--- config.mk ---
export PLATFORM = sky130hd
export DESIGN_NAME = loop_shape_check
export DESIGN_NICKNAME = d
export VERILOG_FILES = /design/src/rtl/lsc_pkg.sv /design/src/rtl/lsc_mag2.sv /design/src/rtl/lsc_phase_cls.sv /design/src/rtl/loop_shape_check.sv
export SDC_FILE = /design/constraint.sdc
export NUM_CORES = 2
export LEC_CHECK = 0
export ABC_AREA = 0
export BUFFER_PORTS_ARGS = -buffer_cell sky130_fd_sc_hd__buf_4
export CAP_MARGIN = 30
export CELL_PAD_IN_SITES_DETAIL_PLACEMENT = 2
export CELL_PAD_IN_SITES_GLOBAL_PLACEMENT = 2
export CORE_ASPECT_RATIO = 2
export CORE_MARGIN = 5
export CORE_UTILIZATION = 45
export CTS_BUF_LIST = sky130_fd_sc_hd__clkbuf_16
export CTS_CLUSTER_DIAMETER = 40
export CTS_CLUSTER_SIZE = 28
export DETAILED_ROUTE_END_ITERATION = 8
export GPL_ROUTABILITY_DRIVEN = 0
export PLACE_DENSITY = 0.86
export SLEW_MARGIN = 40
export SYNTH_ARGS = -nofsm -noshare
export SYNTH_HDL_FRONTEND = slang
export SYNTH_HIERARCHICAL = 1
export SYNTH_SLANG_ARGS = --single-unit
--- constraint.sdc ---
create_clock -name clk -period 6.82 [get_ports clk]
set_input_delay 1.705 -clock clk [delete_from_list [all_inputs] [get_ports clk]]
set_output_delay 1.705 -clock clk [all_outputs]
set_load 0.005 [all_outputs]
--- src/rtl/lsc_pkg.sv ---
package lsc_pkg;
  // Per-sample phase classification produced from signs and magnitudes only
  typedef struct packed {
    logic m180;    // -180 deg crossing candidate
    logic m45;     // -45 deg landmark candidate
    logic im_neg;  // imaginary part below zero
  } lsc_cls_t;
endpackage

--- src/rtl/lsc_mag2.sv ---
module lsc_mag2 #(
  parameter int DATA_W = 16,
  localparam int MAG_W = 2 * DATA_W
) (
  input  logic signed [DATA_W-1:0] re,
  input  logic signed [DATA_W-1:0] im,
  output logic        [MAG_W-1:0]  mag2
);
  logic signed [MAG_W-1:0] re_x, im_x, sq_re, sq_im;

  always_comb begin
    re_x  = {{DATA_W{re[DATA_W-1]}}, re};
    im_x  = {{DATA_W{im[DATA_W-1]}}, im};
    sq_re = re_x * re_x;
    sq_im = im_x * im_x;
    mag2  = $unsigned(sq_re) + $unsigned(sq_im);
  end
endmodule

--- src/rtl/lsc_phase_cls.sv ---
module lsc_phase_cls
  import lsc_pkg::*;
#(
  parameter int DATA_W = 16
) (
  input  logic signed [DATA_W-1:0] re,
  input  logic signed [DATA_W-1:0] im,
  input  logic                     prev_im_neg,
  output lsc_cls_t                 cls
);
  logic [DATA_W:0] abs_re, abs_im;
  logic signed [DATA_W:0] re_x, im_x;

  always_comb begin
    re_x   = {re[DATA_W-1], re};
    im_x   = {im[DATA_W-1], im};
    abs_re = re[DATA_W-1] ? $unsigned(-re_x) : $unsigned(re_x);
    abs_im = im[DATA_W-1] ? $unsigned(-im_x) : $unsigned(im_x);
    cls.im_neg = im[DATA_W-1];
    cls.m180   = re[DATA_W-1] && !im[DATA_W-1] && prev_im_neg;
    cls.m45    = !re[DATA_W-1] && (re != '0) && im[DATA_W-1] && (abs_re > abs_im);
  end
endmodule

--- src/rtl/loop_shape_check.sv ---
module loop_shape_check
  import lsc_pkg::*;
#(
  parameter int DATA_W = 16,
  parameter int FRAC_W = 12,
  parameter int BIN_W  = 10,
  localparam int MAG_W = 2 * DATA_W
) (
  input  logic                     clk,
  input  logic                     rst_n,
  input  logic                     in_valid,
  input  logic signed [DATA_W-1:0] in_re,
  input  logic signed [DATA_W-1:0] in_im,
  input  logic                     in_last,
  input  logic [BIN_W-1:0]         target_bin,
  output logic                     done,
  output logic                     pass,
  output logic                     gm_ok,
  output logic                     multi_xover,
  output logic                     flatten,
  output logic                     gm_found,
  output logic [BIN_W-1:0]         gm_bin,
  output logic [MAG_W-1:0]         gm_mag2,
  output logic                     m45_found,
  output logic [BIN_W-1:0]         m45_bin
);
  localparam logic [MAG_W-1:0] UNITY_SQ = MAG_W'(1) << (2 * FRAC_W);
  localparam logic [MAG_W-1:0] GM_LIMIT = UNITY_SQ / MAG_W'(10);

  // scan state
  logic [BIN_W-1:0] bin_q, bin_n;
  logic             prev_neg_q, prev_neg_n;
  logic             gm_hit_q, gm_hit_n, m45_hit_q, m45_hit_n, multi_q, multi_n;
  logic [BIN_W-1:0] gm_bin_q, gm_bin_n, m45_bin_q, m45_bin_n;
  logic [MAG_W-1:0] gm_mag_q, gm_mag_n;
  // result state
  logic             done_n, pass_n, gm_ok_n, multi_res_n, flat_n;
  logic             gm_found_n, m45_found_n;
  logic [BIN_W-1:0] gm_bin_res_n, m45_bin_res_n;
  logic [MAG_W-1:0] gm_mag_res_n;

  logic [MAG_W-1:0] smp_mag2;
  lsc_cls_t         smp_cls;

  lsc_mag2 #(.DATA_W(DATA_W)) i_mag2 (
    .re(in_re), .im(in_im), .mag2(smp_mag2)
  );

  lsc_phase_cls #(.DATA_W(DATA_W)) i_cls (
    .re(in_re), .im(in_im), .prev_im_neg(prev_neg_q), .cls(smp_cls)
  );

  always_comb begin
    bin_n       = bin_q;
    prev_neg_n  = prev_neg_q;
    gm_hit_n    = gm_hit_q;
    gm_bin_n    = gm_bin_q;
    gm_mag_n    = gm_mag_q;
    m45_hit_n   = m45_hit_q;
    m45_bin_n   = m45_bin_q;
    multi_n     = multi_q;
    done_n      = 1'b0;
    pass_n      = pass;
    gm_ok_n     = gm_ok;
    multi_res_n = multi_xover;
    flat_n      = flatten;
    gm_found_n  = gm_found;
    gm_bin_res_n  = gm_bin;
    gm_mag_res_n  = gm_mag2;
    m45_found_n   = m45_found;
    m45_bin_res_n = m45_bin;

    if (in_valid) begin
      bin_n = bin_q + 1'b1;
      if (bin_q == '0) begin
        prev_neg_n = 1'b0;          // dc bin: no test
      end else begin
        prev_neg_n = smp_cls.im_neg;
        if (smp_cls.m180 && !gm_hit_q) begin
          gm_hit_n = 1'b1;
          gm_bin_n = bin_q;
          gm_mag_n = smp_mag2;
        end
        if (smp_cls.m45 && !m45_hit_q) begin
          m45_hit_n = 1'b1;
          m45_bin_n = bin_q;
        end
        if ((bin_q < target_bin) && (smp_mag2 < UNITY_SQ)) multi_n = 1'b1;
        if ((bin_q > target_bin) && (smp_mag2 > UNITY_SQ)) multi_n = 1'b1;
      end

      if (in_last) begin
        done_n        = 1'b1;
        gm_ok_n       = !gm_hit_n || (gm_mag_n <= GM_LIMIT);
        multi_res_n   = multi_n;
        flat_n        = m45_hit_n && (m45_bin_n < target_bin);
        pass_n        = gm_ok_n && !multi_n && !flat_n;
        gm_found_n    = gm_hit_n;
        gm_bin_res_n  = gm_bin_n;
        gm_mag_res_n  = gm_mag_n;
        m45_found_n   = m45_hit_n;
        m45_bin_res_n = m45_bin_n;
        bin_n      = '0;
        prev_neg_n = 1'b0;
        gm_hit_n   = 1'b0;
        gm_bin_n   = '0;
        gm_mag_n   = '0;
        m45_hit_n  = 1'b0;
        m45_bin_n  = '0;
        multi_n    = 1'b0;
      end
    end
  end

  always_ff @(posedge clk or negedge rst_n) begin
    if (!rst_n) begin
      bin_q      <= '0;
      prev_neg_q <= 1'b0;
      gm_hit_q   <= 1'b0;
      gm_bin_q   <= '0;
      gm_mag_q   <= '0;
      m45_hit_q  <= 1'b0;
      m45_bin_q  <= '0;
      multi_q    <= 1'b0;
    end else if (in_valid) begin
      bin_q      <= bin_n;
      prev_neg_q <= prev_neg_n;
      gm_hit_q   <= gm_hit_n;
      gm_bin_q   <= gm_bin_n;
      gm_mag_q   <= gm_mag_n;
      m45_hit_q  <= m45_hit_n;
      m45_bin_q  <= m45_bin_n;
      multi_q    <= multi_n;
    end
  end

  always_ff @(posedge clk or negedge rst_n) begin
    if (!rst_n) begin
      done        <= 1'b0;
      pass        <= 1'b0;
      gm_ok       <= 1'b0;
      multi_xover <= 1'b0;
      flatten     <= 1'b0;
      gm_found    <= 1'b0;
      gm_bin      <= '0;
      gm_mag2     <= '0;
      m45_found   <= 1'b0;
      m45_bin     <= '0;
    end else begin
      done        <= done_n;
      pass        <= pass_n;
      gm_ok       <= gm_ok_n;
      multi_xover <= multi_res_n;
      flatten     <= flat_n;
      gm_found    <= gm_found_n;
      gm_bin      <= gm_bin_res_n;
      gm_mag2     <= gm_mag_res_n;
      m45_found   <= m45_found_n;
      m45_bin     <= m45_bin_res_n;
    end
  end

  // done follows an accepted last sample, and only that
  p_done_after_last_r9: assert property (@(posedge clk) disable iff (!rst_n)
    (in_valid && in_last) |=> done);
  p_done_cause_r9: assert property (@(posedge clk) disable iff (!rst_n)
    done |-> $past(in_valid && in_last));
  // results are held between done pulses
  p_results_held_r9: assert property (@(posedge clk) disable iff (!rst_n)
    !done |-> ($stable(pass) && $stable(gm_bin) && $stable(m45_bin) && $stable(gm_mag2)));
  // a reported -180 point never sits on the dc bin
  p_gm_not_dc_r1: assert property (@(posedge clk) disable iff (!rst_n)
    gm_found |-> (gm_bin != '0));
  // a failed margin implies a -180 point was found
  p_gm_fail_found_r3: assert property (@(posedge clk) disable iff (!rst_n)
    (done && !gm_ok) |-> gm_found);
  // flattening needs a -45 point
  p_flat_needs_m45_r7: assert property (@(posedge clk) disable iff (!rst_n)
    flatten |-> (m45_found && (m45_bin != '0)));
  // pass excludes every fault flag
  p_pass_clean_r8: assert property (@(posedge clk) disable iff (!rst_n)
    pass |-> (gm_ok && !multi_xover && !flatten));
endmodule

==> results.py, run 1 <==
metrics = {
    "outcome": {
        "outcome": "aborted with a tool error",
        "lastStage": "clock tree synthesis",
        "tool.error": "[ERROR DPL-0033] detailed placement checks failed during check placement.",
    },
    "clock_network": {
        "clock_path_buffers": 3,
        "numClockSinks": 125,
        "cts_setup_buffers": 92,
        "numCtsBuffers": 25,
        "cts_root_buf": "clkbuf_16",
        "postCtsResizedCells": 498,
        "htree_levels": 4,
        "cts_hold_buf": 0,
    },
    "placed_design": {
        "hpwl_um": 93540,
        "port_buffers": 104,
    },
    "synth": {
        "yosys.area.top_type_share": 0.4242,
        "ys_ff_latch": 125,
        "synthTopCellsByCount": "696 x inv_1, 522 x fa_1, 274 x nand2_1",
        "synthesis.nets": 3368,
        "synth_area_leaders": "fa_1 42%, dfrtp_1 13%, inv_1 11%, ha_1 9.5%, nand2_1 4.2%",
        "synth_flop_cell": "dfrtp_1",
        "yosysTopAreaCell": "fa_1",
        "synth_area_um2": 24640,
        "synth_edf_count": 0,
        "async_flop_share": 1.000,
        "yosysSeqAreaShare": 0.1270,
        "avgSynthCellArea_um2": 9.429,
        "synthCells": 2613,
        "synth_warnings": 6,
        "yosysMostFrequentCell": "inv_1",
        "ys_types": 78,
    },
    "floorplan": {
        "die-height_um": 340.9,
        "die_w_um": 175.5,
        "fp-row-count": 121,
        "io_pins": 105,
        "start_util": 0.4533,
    },
}
stage by stage:
| stage | utilization | TNS [ns] | instance area [um2] | setup WS, ns | cells |
|---|---|---|---|---|---|
| floorplan | - | -44.03 | 25400 | -2.024 | 2613 |
| global placement | 0.5396 | -84.29 | 29330 | -2.914 | 3682 |
| detailed placement | 0.5396 | -107.78 | 29330 | -3.690 | 3682 |
cells by family after synthesis:
logic type	after synthesis	synth area share
xor+xnor	88	0.03128
compound gates	277	0.08014
buf+inv	782	0.1201
other cells	2	0.0003048
flops	125	0.1270
mux	6	0.002539
simple gates	624	0.1195
fa+ha+maj	709	0.5191
==> inputs of run 2 (changes only) <==
CELL_PAD_IN_SITES_DETAIL_PLACEMENT = default   (was 2)
CELL_PAD_IN_SITES_GLOBAL_PLACEMENT = default   (was 2)
CORE_ASPECT_RATIO = default   (was 2)
CORE_UTILIZATION = 40   (was 45)
CTS_BUF_LIST = default   (was sky130_fd_sc_hd__clkbuf_16)
CTS_CLUSTER_DIAMETER = default   (was 40)
CTS_CLUSTER_SIZE = default   (was 28)
PLACE_DENSITY = default   (was 0.86)
PLACE_DENSITY_LB_ADDON = 0.15   (was default)
==> run 2 against run 1 <==
  * The flow now finishes, with violations (negative setup slack)
  * Area after synthesis unchanged
  * Synthesized cell count unchanged
==> results.py, run 2 <==
metrics = {
    "layout": {
        "nFillCells": 5605,
        "final_common_cell": "inv_1",
        "drive_gt1_frac": 0.2905,
        "reg_top3": "gm_mag2 x32, gm_mag_q x32",
        "fin_cells": 3919,
        "antenna_cells": 0,
        "final_cell_mix": "640 x inv_1, 493 x fa_1, 466 x buf_4, 229 x nand2_1, 157 x ha_1",
        "nets": 3872,
        "area.growth.synth_to_final_pct": 30.46,
    },
    "global_route": {
        "grt.overflow.total": 0,
        "grt_antenna_before_repair": 0,
        "grt_pass1_wl_um": 113400,
        "first_global_vias": 21140,
        "grt_max_degree": 67,
        "grt.total_usage": 0.2111,
    },
    "clock_network": {
        "numClockSinks": 125,
        "htree_levels": 4,
        "cts_root_buf": "clkbuf_16",
        "numCtsBuffers": 17,
        "cts_hold_buf": 0,
        "clkLatencyLatePin_ns": 0.42,
        "cts.clk_slew.worst_paths_ns": 0.06,
        "clock_path_buffers": 2,
        "cts_tree": "done",
    },
    "timing": {
        "rsz0062_at_grt": "yes",
        "report.final.slew_viol_count": 0,
        "setup_tns_ns": -55.32,
        "setup_slack_ns": -2.210,
        "fin_skew_ns": 0.01455,
        "hold_violations": 0,
        "maxSlewHeadroom": 0.4851,
        "fin_crit_sh": 1.324,
        "finalSetupViolCount": 52,
        "final.min_clock_period_ns": 9.030,
        "tightest_slew_ns": 0.7724,
        "fmax_ghz": 0.1107,
    },
    "detailed_routing": {
        "antenna_left": 0,
        "drt_iter0_markers": 807,
        "drc": 0,
        "wl_um": 68830,
        "wire_per_inst_um": 17.56,
        "viasPerCell": 4.873,
        "num_vias": 19100,
        "firstDrtPassIters": 5,
    },
    "synth": {
        "synthCells": 2613,
        "ys_types": 78,
        "avgSynthCellArea_um2": 9.429,
        "ys_ff_latch": 125,
        "synthesis.nets": 3368,
        "synth_warnings": 6,
        "yosysSeqAreaShare": 0.1270,
        "synthTopCellsByCount": "696 x inv_1, 522 x fa_1, 274 x nand2_1",
        "synth_area_um2": 24640,
        "synth_area_leaders": "fa_1 42%, dfrtp_1 13%, inv_1 11%, ha_1 9.5%, nand2_1 4.2%",
        "synth_flop_cell": "dfrtp_1",
        "yosysTopAreaCell": "fa_1",
        "yosysMostFrequentCell": "inv_1",
        "synth_edf_count": 0,
        "async_flop_share": 1.000,
        "yosys.area.top_type_share": 0.4242,
    },
    "placed_design": {
        "port_buffers": 104,
        "hpwl_um": 58710,
        "dpl_worst_slack_ns": -2.988,
        "dpl.cell_count": 3818,
    },
    "outcome": {
        "failed_checks": "negative setup slack",
        "outcome": "finished, violations left",
    },
    "floorplan": {
        "fp-row-count": 91,
        "core_um2": 61370,
        "die-height_um": 258.2,
        "start_util": 0.4015,
        "die_w_um": 258.2,
        "io_pins": 105,
        "fp.dieArea_um2": 66660,
    },
    "critical_path": {
        "reg2regPathDepth": 18,
        "critical-path-top-delay-family": "adder cells",
        "critPathSlowestCell": "fa_1",
        "crit_arrival_ns": 9.37,
        "critPathKind": "in2reg",
        "startpoint": "in_re[6]",
        "critPathMaxStageDelay_ns": 0.58,
        "critical_path.max_fanout": 5,
        "critPathBufInv": 5,
        "startpoint_type": "primary input",
        "reg2reg_slack_ns": 3.51,
        "r2r_end": "pass$_DFFE_PN0P_",
        "r2r_start": "bin_q[0]$_DFFE_PN0P_",
        "cp_data_required_time_ns": 7.16,
        "end_kind": "flop",
    },
    "flow_run": {
        "maxCapViolations": 0,
    },
    "worst_hold_path": {
        "hold_path_end": "m45_bin[7]$_DFFE_PN0P_",
        "hold_path_startpoint": "m45_bin[7]$_DFFE_PN0P_",
        "hold_path_class": "reg2reg",
        "hold_depth": 2,
    },
}
==> run 2: cell families after synthesis <==
kind of cell,Yosys count,share of synthesized area
buffers and inverters,782,0.1201
adder cells (fa/ha/maj),709,0.5191
AND/OR/NAND/NOR,624,0.1195
AO/OA/AOI/OAI,277,0.08014
flip-flops,125,0.1270
XOR/XNOR,88,0.03128
multiplexers,6,0.002539
other,2,0.0003048
==> run 2: layout make-up <==
type | instances | area (um2) | area share
clock buffers | 18 | 439.2 | 0.01366
clock inverters | 13 | 116.4 | 0.003620
inverters | 697 | 2659 | 0.08272
multi-input cells | 1706 | 19920 | 0.6198
flip-flops and latches | 125 | 3128 | 0.09732
well taps | 790 | 988.4 | 0.03075
repair buffers | 569 | 4886 | 0.1520
repair inverters | 1 | 3.754 | 0.0001168
==> run 2: how the worst max path moves through the flow <==
stage,endpoint,cells past startpoint,slack (ns)
floorplan,pass$_DFFE_PN0P_,32,-2.02
global placement,pass$_DFFE_PN0P_,29,-2.91
detailed placement,pass$_DFFE_PN0P_,29,-2.99
CTS,pass$_DFFE_PN0P_,33,-2.15
global route,pass$_DFFE_PN0P_,32,-2.51
finish,pass$_DFFE_PN0P_,30,-2.21
==> run 2: worst min-delay path: stages (launching register included) <==
cell and delay, ns:
dfrtp_1 0.34, nand2_1 0.04, o21ai_0 0.06
==> run 2: metal layers <==
metal | vias up | track usage | wire length (um) | part of all wire
met2 | 379 | 0.3688 | 34200 | 0.50
met3 | 96 | 0.01525 | 2081 | 0.030
li1 | 8929 | - | - | -
met1 | 9695 | 0.2901 | 30840 | 0.45
met5 | - | 0 | 0 | 0
met4 | 0 | 0.04821 | 1705 | 0.025
==> run 2: repair_timing <==
item / 4_1_cts / 5_1_grt
pin swaps: 113 / 87
gates cloned: 2 / 0
buffers inserted: 51 / 27
setup endpoints to repair: 54 / 54
resized for setup: 239 / 113
endpoints found under the hold margin: 0 / 0
==> run 2: metrics by stage <==
| stage | utilization | hold WS, ns | instance area [um2] |
|---|---|---|---|
| finish | 0.5237 | 0.4784 | 32140 |
| floorplan | - | 0.4651 | 25400 |
| global route | 0.5237 | 0.5084 | 32140 |
| global placement | 0.4826 | 0.4646 | 29610 |
| detailed placement | 0.4826 | 0.4718 | 29620 |
| CTS | 0.5132 | 0.4864 | 31490 |
Power of run 2 is left out: the tool's default activity adds up to more than one toggle a clock period on the data nets, which glitch-free logic cannot reach.
